$ cat src/rtl/i2s_dual_port.sv
module i2s_dual_port #(
  parameter int W = 16
) (
  input  logic         clk,
  input  logic         rst_n,
  input  logic         slave_mode,
  input  logic         early_ws,
  input  logic         bit_en,
  input  logic         sck_in,
  input  logic         ws_in,
  input  logic         sd_in_a,
  input  logic         sd_in_b,
  input  logic [W-1:0] tx_left,
  input  logic [W-1:0] tx_right,
  output logic         sck_out,
  output logic         ws_out,
  output logic         sd_out,
  output logic [W-1:0] rx_a_left,
  output logic [W-1:0] rx_a_right,
  output logic [W-1:0] rx_b_left,
  output logic [W-1:0] rx_b_right,
  output logic         frame_valid
);
  localparam int FW = 2 * W;
  localparam int CW = $clog2(FW);
  localparam int PW = $clog2(W + 1);

  logic [2:0]    sck_s;
  logic [1:0]    ws_s, a_s, b_s;
  logic          sck_q, ws_q;
  logic [CW-1:0] cnt, cnt_p1, cnt_p2;
  logic          rise_ev, fall_ev, ws_at, ch;
  logic          ws_last, ch_last, word_start, last_bit;
  logic [PW-1:0] pos, pos_nxt;
  logic [W-1:0]  sha, shb, sha_nxt, shb_nxt, tsh;
  logic          load_pend, load_right;

  always_ff @(posedge clk) begin
    if (!rst_n) begin
      sck_s <= '0;
      ws_s  <= '0;
      a_s   <= '0;
      b_s   <= '0;
    end else begin
      sck_s <= {sck_s[1:0], sck_in};
      ws_s  <= {ws_s[0], ws_in};
      a_s   <= {a_s[0], sd_in_a};
      b_s   <= {b_s[0], sd_in_b};
    end
  end

  assign cnt_p1 = CW'(cnt + CW'(1));
  assign cnt_p2 = CW'(cnt + CW'(2));

  always_ff @(posedge clk) begin
    if (!rst_n || slave_mode) begin
      sck_q <= 1'b0;
      ws_q  <= 1'b0;
      cnt   <= '1;
    end else if (bit_en) begin
      sck_q <= ~sck_q;
      if (sck_q) begin
        cnt  <= cnt_p1;
        ws_q <= early_ws ? cnt_p2[CW-1] : cnt_p1[CW-1];
      end
    end
  end

  assign sck_out = sck_q;
  assign ws_out  = ws_q;

  assign rise_ev = slave_mode ? (sck_s[1] & ~sck_s[2]) : (bit_en & ~sck_q);
  assign fall_ev = slave_mode ? (~sck_s[1] & sck_s[2]) : (bit_en & sck_q);
  assign ws_at   = slave_mode ? ws_s[1] : ws_q;
  assign ch      = early_ws ? ws_last : ws_at;

  assign word_start = (ch != ch_last);
  assign pos_nxt    = word_start ? '0 : ((pos == PW'(W)) ? pos : PW'(pos + PW'(1)));
  assign last_bit   = (pos_nxt == PW'(W - 1));
  assign sha_nxt    = {sha[W-2:0], a_s[1]};
  assign shb_nxt    = {shb[W-2:0], b_s[1]};

  always_ff @(posedge clk) begin
    if (!rst_n) begin
      ws_last     <= 1'b0;
      ch_last     <= 1'b0;
      pos         <= PW'(W);
      sha         <= '0;
      shb         <= '0;
      tsh         <= '0;
      load_pend   <= 1'b0;
      load_right  <= 1'b0;
      rx_a_left   <= '0;
      rx_a_right  <= '0;
      rx_b_left   <= '0;
      rx_b_right  <= '0;
      frame_valid <= 1'b0;
    end else begin
      frame_valid <= 1'b0;
      if (rise_ev) begin
        ws_last    <= ws_at;
        ch_last    <= ch;
        pos        <= pos_nxt;
        sha        <= sha_nxt;
        shb        <= shb_nxt;
        load_pend  <= last_bit;
        load_right <= ~ch;
        if (last_bit) begin
          if (ch) begin
            rx_a_right  <= sha_nxt;
            rx_b_right  <= shb_nxt;
            frame_valid <= 1'b1;
          end else begin
            rx_a_left <= sha_nxt;
            rx_b_left <= shb_nxt;
          end
        end
      end else if (fall_ev) begin
        if (load_pend) begin
          tsh       <= load_right ? tx_right : tx_left;
          load_pend <= 1'b0;
        end else begin
          tsh <= {tsh[W-2:0], 1'b0};
        end
      end
    end
  end

  assign sd_out = tsh[W-1];
endmodule

$ cat config.mk
export PLATFORM = sky130hd
export DESIGN_NAME = i2s_dual_port
export DESIGN_NICKNAME = d
export VERILOG_FILES = /design/src/rtl/i2s_dual_port.sv
export SDC_FILE = /design/constraint.sdc
export NUM_CORES = 1
export LEC_CHECK = 0
export ABC_CLOCK_PERIOD_IN_PS = 2590
export BUFFER_PORTS_ARGS = -buffer_cell sky130_fd_sc_hd__buf_4
export CAP_MARGIN = 10
export CORE_ASPECT_RATIO = 0.7
export CORE_UTILIZATION = 40
export DETAILED_ROUTE_END_ITERATION = 10
export SETUP_SLACK_MARGIN = 0.1
export SYNTH_ARGS = -nofsm -noshare
export SYNTH_HDL_FRONTEND = slang
export SYNTH_SLANG_ARGS = --single-unit
export TNS_END_PERCENT = 30
$ cat constraint.sdc
create_clock -name clk -period 2.59 [get_ports clk]
set_clock_uncertainty 0.1 [all_clocks]
set_input_delay 0.518 -clock clk [delete_from_list [all_inputs] [get_ports clk]]
set_output_delay 0.518 -clock clk [all_outputs]
set_load 0.005 [all_outputs]
## Yosys cells after proc, flatten, opt, wreduce, memory -nomap -nowiden

Index checks and enable logic that the tools add are counted.

- $add $sub $neg: 3
- Multiply operators: 0
- Divide/modulo/power cells: 0
- Magnitude comparators: 0
- Equality and inequality tests: 3
- Shift-type cells: 0
- Muxes and demuxes: 12
- Bitwise logic cells: 9
- Reduce and logical (&&, ||, !) cells: 8

Operator list:

| kind | count |
|---|---|
| $mux 16 | 2 |
| $add 5x1->5 const B | 2 |
| $mux 5 | 2 |
| $reduce_and 3->1 | 3 |
| $mux 1 | 8 |
| $add 5x2->5 const B | 1 |
| $eq 5x4->1 const B | 1 |
| $eq 5x5->1 const B | 1 |
| $not 1->1 | 5 |
| $and 1x1->1 | 4 |
| $reduce_and 2->1 | 2 |
| $reduce_bool 2->1 | 1 |
| $logic_not 1->1 | 1 |
| $logic_or 1x1->1 | 1 |
| $ne 1x1->1 | 1 |

- Flip-flop bits (word level): 136
- Latch bits: 0
- RAM bits: 0
- Bits in read-only memories: 0
- Bits of input ports: 41
- Output and inout port bits: 68
- Memories: 0

## Depth between registers and ports, before layout

Gate-level depths: netlist of the first run.

- Depth in word-level cells: 6
- Depth in mapped cells: 7
- Depth with buffers taken out: 6

## Worst setup path after synthesis of the first run

OpenSTA, ideal clock, no wires.

- Kind: input-to-reg
- Start point: input port slave_mode
- End point: register rx_a_left[0]
- Arrival time: 2.029 ns
- Setup slack: 0.390 ns
- Stages: 6
- Path buffers: 2
- Cell sequence: buf_6 -> mux2_4 -> mux2_4 -> nor4b_4 -> buf_6 -> mux2i_1

- Cells in the longest elaborated chain, start to end: 6

RTL lines:

| what | line | source |
|---|---|---|
| start: declaration | 6 | `input logic slave_mode,` |
| $mux 1 | 74 | `assign ws_at = slave_mode ? ws_s[1] : ws_q;` |
| $mux 1 | 75 | `assign ch = early_ws ? ws_last : ws_at;` |
| $ne 1x1->1 | 77 | `assign word_start = (ch != ch_last);` |
| $mux 5 | 78 | `assign pos_nxt = word_start ? '0 : ((pos == PW'(W)) ? pos : PW'(pos + PW'(1)));` |
| $eq 5x4->1 | 79 | `assign last_bit = (pos_nxt == PW'(W - 1));` |
| $reduce_and 3->1 (no source line) (*) | -- |  |
| end signal: assignment | 114 | `rx_a_left <= sha_nxt;` |
| end: declaration | 18 | `output logic [W-1:0] rx_a_left,` |

Mark *: on every way between the ends. The rest lies on a longest branch, timed or not.
A chain may end at the register's enable or synchronous reset.

## Final worst setup path of the first run

- Start point: register pos[0]
- End point: register rx_b_left[13]

- Cells in the longest elaborated chain, start to end: 5

RTL lines:

| what | line | source |
|---|---|---|
| start: declaration | 34 | `logic [PW-1:0] pos, pos_nxt;` |
| start signal: assignment | 87 | `pos <= PW'(W);` |
| start signal: assignment | 103 | `pos <= pos_nxt;` |
| $add 5x1->5 or $eq 5x5->1 (tied branches) | 78 |  |
| $mux 5 (*) (2 in series) | 78 |  |
| $eq 5x4->1 (*) | 79 |  |
| $reduce_and 3->1 (no source line) (*) | -- |  |
| end signal: assignment | 115 | `rx_b_left <= shb_nxt;` |
| end: declaration | 20 | `output logic [W-1:0] rx_b_left,` |

Marked as above.

==> impl_metrics.tcl, run 1 <==
set metrics [dict create \
    final_hold_viol_count 0 \
    cp-end-kind "flip-flop" \
    yosysUniqueCellTypes 40 \
    antenna_found_initial 0 \
    syn_to_final_growth_pct 28.68 \
    outcome "complete, no violations" \
    grtUsageTotal_pct 17.65 \
    die_area_mm2 0.01420 \
    yosys_register_bits 136 \
    hold_slack_ns 0.2170 \
    die_x_um 142.0 \
    regArea_mm2 0.002723 \
    worstReg2RegEnd "rx_b_left[13]" \
    fin_total_pwr_mw 4.722 \
    fin_util_pct 53.22 \
    drc_errors 0 \
    drive_above_1_share_pct 22.71 \
    criticalPathCategory "reg2reg" \
    slew_headroom_pct 58.14 \
    worstReg2RegStart "pos[0]" \
    grt-ovfl-total 0 \
    synthCells 610 \
    startpoint_type "flip-flop" \
    via_per_inst 4.804 \
    grt_pass1_wl_mm 19.87 \
    cp.required_ns 2.83 \
    num_antenna_cells 0 \
    powerDensity_mw_per_mm2 668.7 \
    syn_area_per_cell_um2 8.996 \
    cts_made_buffers 17 \
    h-tree-depth 4 \
    drv_cap 0 \
    n_fill_cell 1244 \
    grt_pass1_vias 4150 \
    vdd_ir_drop_max_v 0.0004078 \
    synth_enable_flop_cells 0 \
    min_to "ws_s[0]" \
    r2r_cells 6 \
    cp.arrival_ns 2.42 \
    drt_iter0_markers 242 \
    p_leak_nw 2.878 \
    dp_hpwl_mm 8.012 \
    avgRoutedWirePerCell_um 12.83 \
    ctsResizeCount 0 \
    synth_nets 654 \
    wl_mm 11.64 \
    cts_root_buf "clkbuf_16" \
    setup_tns_ns 0 \
    clock-sinks 136 \
    whs_path_depth 2 \
    synthArstFlopShare_pct 0 \
    hp-class "in2reg" \
    path_max_fanout 32 \
    period_share_pct 84.20 \
    io-pin-count 109 \
    worst_slew_pin_slew_ns 0.6266 \
    portBuffers 108 \
    gp_congestion 0.7593 \
    synthFlopType "dfxtp_1" \
    slew_violations 0 \
    final_common_cell "nand2_1" \
    initial_core_util_pct 41.36 \
    final_nets 753 \
    cts_buffer_depth 2 \
    final_cell_mix "172 x nand2_1, 136 x dfxtp_1, 121 x buf_4" \
    vias 4357 \
    ant_nets 0 \
    multi_input_area_mm2 0.002570 \
    drt_pass1_iterations 5 \
    maxClockFrequency_mhz 458.6 \
    post-cts-setup-buffers 0 \
    ys_warn_count 0 \
    grt_max_degree 46 \
    setup_viol 0 \
    core-area_mm2 0.01327 \
    syn_area_mm2 0.005488 \
    yosysSeqAreaShare_pct 49.61 \
    clk_pin_slew_ns 0.06 \
    row_count 35 \
    clock_latency_ns 0.41 \
    ff2ff_setup_slack_ns 0.41 \
    rsz0062_at_grt "false" \
    cts_tree "yes" \
    die_height_um 100.0 \
    cts_hold_buffers 0 \
    min_from "ws_in" \
    layout_min_cycle_time_ns 2.181 \
]
## cell families after synthesis
kind of cell               Yosys count  share of synthesized area [%]
and+or+nand+nor                    247                          18.90
DFF                                136                          49.61
muxes                              101                          18.65
AOI/OAI and AO/OA                   71                          7.364
buffers and inverters               46                          3.830
xor gates and xnor gates             6                         0.9578
adders and majority gates            3                         0.6841
## cell usage after synthesis, types with 2 or more instances
master      n  area [um2]
xnor2_1     3       26.28
and2_1     11       68.82
xor2_1      3       26.28
mux2_4      2       30.03
o211ai_1    7       52.55
nand4_1     3       18.77
nor3_1      3       15.01
clkbuf_1   31       116.4
o41ai_1     2       17.52
o21a_1      2       15.01
o21ai_1     2       10.01
buf_6       4       45.04
dfxtp_1   136        2723
a21oi_1    50       250.2
mux2i_1    97       970.9
nand2b_1    2       12.51
o211a_1     2       20.02
buf_2       6       30.03
ha_1        3       37.54
o21ai_0     2       10.01
nor2_1     40       150.1
nand2_1   172       645.6
inv_1       3       11.26
a211oi_1    2       15.01
nand3_1     6       30.03
mux2_2      2       22.52
## cell type report
cell class / count / area share [%]
sequential: 136 / 38.55
multi-input combinational: 428 / 36.39
timing repair buffer: 122 / 13.15
clock buffer: 19 / 6.414
tap: 185 / 3.278
clock inverter: 13 / 2.002
inverter: 4 / 0.2126
## registers in the layout, indices dropped and copies added (netlist names)
name,count
sck_s,3
pos,5
b_s,2
rx_a_left,16
sha,15
sck_out,1
ws_last,1
load_pend,1
ws_s,2
tsh,16
shb,15
cnt,5
ws_out,1
a_s,2
load_right,1
ch_last,1
rx_b_left,16
rx_a_right,16
frame_valid,1
rx_b_right,16
## where the power goes
part / internal [mW] / switching [mW]
combinational: 0.0953 / 0.124
sequential: 2.11 / 0.0165
clock: 1.47 / 0.908
## critical path, stage by stage (launching register included)
cell and delay, ns:
dfxtp_1 0.45, ha_1 0.32, xnor2_1 0.10, nor4_2 0.28
nor4b_4 0.31, buf_12 0.29, mux2i_1 0.22
## stage by stage
step / std cells / setup slack [ns] / area [um2]
final: 907 / 0.4093 / 7062
after detailed placement: 875 / 0.2967 / 6467
after global routing: 907 / 0.2446 / 7062
after CTS: 907 / 0.3952 / 7062
after floorplan: 610 / 0.3898 / 5488
after global placement: 875 / 0.3487 / 6467
## worst max path at each step
stage	start	end	slack [ns]	cells after the start
floorplan	slave_mode	rx_a_left[0]	0.39	6
global placement	slave_mode	pos[2]	0.35	6
detailed placement	slave_mode	rx_b_left[8]	0.30	6
CTS	pos[0]	rx_b_right[6]	0.40	7
global route	pos[0]	rx_b_right[6]	0.24	7
finish	pos[0]	rx_b_left[13]	0.41	6
## per-layer routing
layer,vias to the layer above,GRT usage (%),wire length (um)
li1,2242,-,-
met1,2016,24.40,5924
met2,91,26.13,5113
met3,8,4.532,522
met4,0,7.279,74
met5,-,0,0
(Power assumes the default switching activity.)
==> inputs of run 2 (changes only) <==
--- a/config.mk
+++ b/config.mk
@@ -5,7 +5,7 @@
 export SDC_FILE = /design/constraint.sdc
 export NUM_CORES = 1
 export LEC_CHECK = 0
-export ABC_CLOCK_PERIOD_IN_PS = 2590
+export ABC_CLOCK_PERIOD_IN_PS = 1980
 export BUFFER_PORTS_ARGS = -buffer_cell sky130_fd_sc_hd__buf_4
 export CAP_MARGIN = 10
 export CORE_ASPECT_RATIO = 0.7
==> constraint.sdc (replaced) <==
create_clock -name clk -period 1.98 [get_ports clk]
set_clock_uncertainty 0.1 [all_clocks]
set_input_delay 0.396 -clock clk [delete_from_list [all_inputs] [get_ports clk]]
set_output_delay 0.396 -clock clk [all_outputs]
set_load 0.005 [all_outputs]
==> impl_metrics.tcl, run 2 (synthesis gave the netlist of run 1 again) <==
set metrics [dict create \
    outcome "complete, but fails checks" \
    violations "setup timing" \
    clock_latency_ns 0.41 \
    clk_pin_slew_ns 0.06 \
    cts_root_buf "clkbuf_16" \
    drc_errors 0 \
    grt_max_degree 50 \
    grtUsageTotal_pct 18.60 \
    slew_violations 0 \
    die_height_um 100.0 \
    final_hold_viol_count 0 \
    die_area_mm2 0.01420 \
    avgRoutedWirePerCell_um 13.46 \
    period_share_pct 100.3 \
    die_x_um 142.0 \
    r2r_cells 9 \
    n_fill_cell 1203 \
    post-place-ws_ns -0.1710 \
    p_leak_nw 3.105 \
    setup_viol 3 \
    drive_above_1_share_pct 26.24 \
    final_cell_mix "171 x nand2_1, 134 x dfxtp_1, 134 x buf_4" \
    grt_pass1_vias 4292 \
    startpoint_type "flip-flop" \
    maxClockFrequency_mhz 503.5 \
    initial_core_util_pct 41.36 \
    postLayoutSetupSlackWorst_ns -0.006277 \
    hp-class "in2reg" \
    vdd_ir_drop_max_v 0.0007374 \
    dp_hpwl_mm 8.163 \
    dp.cells 888 \
    cts_hold_buffers 0 \
    whs_path_depth 2 \
    path_delay_family "buffers and inverters" \
    syn_to_final_growth_pct 36.25 \
    h-tree-depth 4 \
    layout_min_cycle_time_ns 1.986 \
    ant_nets 0 \
    rsz0062_at_grt "true" \
    gp_congestion 0.7849 \
    fin_util_pct 56.35 \
    core-area_mm2 0.01327 \
    cts_buffer_depth 2 \
    drt_iter0_markers 264 \
    worst_slew_pin_slew_ns 0.5798 \
    path_max_fanout 17 \
    clock-sinks 136 \
    post_dp_cell_area_mm2 0.006628 \
    criticalPathCategory "reg2reg" \
    cp.arrival_ns 2.18 \
    final_cell_count_no_fill 932 \
    wl_mm 12.55 \
    powerDensity_mw_per_mm2 870.7 \
    final_area_mm2 0.007477 \
    portBuffers 108 \
    grt_pass1_wl_mm 20.80 \
    cts_made_buffers 17 \
    drv_cap 0 \
    fin_total_pwr_mw 6.511 \
    grt-ovfl-total 0 \
    slew_headroom_pct 60.82 \
    vias 4460 \
    slowest_stage "dfxtp_4" \
    via_per_inst 4.785 \
    row_count 35 \
    final_common_cell "nand2_1" \
    critical-path-max-stage-delay_ns 0.35 \
    cts_tree "yes" \
    final_nets 778 \
    worst-path-buf-inv 4 \
    num_antenna_cells 0 \
    cp-end-kind "flip-flop" \
    io-pin-count 109 \
    drt_pass1_iterations 4 \
    cp.required_ns 2.17 \
    worstPathCellList "inv_1 > ha_4 > nand2_4 > nor4_4 > buf_4 > nand4_1 > buf_6 > buf_12 > mux2i_1" \
    antenna_found_initial 0 \
    cp.depth 9 \
]
-- run 2: cell count changes in the layout (fill, tap and decap cells not counted), moves of 2 or more --
cell	delta
buf_12	+5
buf_16	+2
buf_4	+13
buf_6	+4
bufinv_16	+2
clkinv_4	+2
clkinvlp_4	-5
dfxtp_1	-2
ha_1	-2
ha_4	+2
-- run 2: worst paths after layout --
path	startpoint	end	slack (ns)
max	pos[1]	rx_b_right[0]	-0.006
min	sck_in	sck_s[0]	0.09
max reg2reg	pos[1]	rx_b_right[0]	-0.006
min reg2reg	sck_s[0]	sck_s[1]	0.34
-- run 2: stage by stage --
stage,hold WS (ns),TNS (ns)
after floorplan,0.3119,-2.849
after CTS,0.08309,0
after global routing,0.07871,-4.291
after global placement,0.3214,-5.214
final,0.08896,-0.01088
after detailed placement,0.3250,-7.328
-- run 2: cell type report --
cell class	instances	area (um2)	area share, %
well taps	185	231.5	3.096
multi-input cells	428	2619	35.02
repair buffers	147	1241	16.60
flip-flops and latches	136	2728	36.48
inverters	4	15.01	0.2008
clock inverters	13	190.2	2.544
clock buffers	19	452.9	6.058
-- run 2: power breakdown --
group	leakage, nW	switching, mW	internal, mW
clock	0.315	1.21	2.19
combinational	1.69	0.184	0.159
sequential	1.10	0.0131	2.75
-- run 2: layer usage --
layer / GRT usage, % / share of wire (%) / up-vias / wire [um]
met5: 0 / 0 / - / 0
met4: 5.211 / 1.1 / 0 / 142
met3: 5.487 / 4.4 / 16 / 555
met2: 28.51 / 44 / 104 / 5572
met1: 25.38 / 50 / 2049 / 6278
li1: - / - / 2291 / -
-- run 2: timing repair --
action                                  in CTS  in global routing
endpoints found under the setup margin      64                 64
setup buffers                                5                  3
pin swaps                                    1                  2
resized for setup                            9                 10
gates cloned                                 4                  0
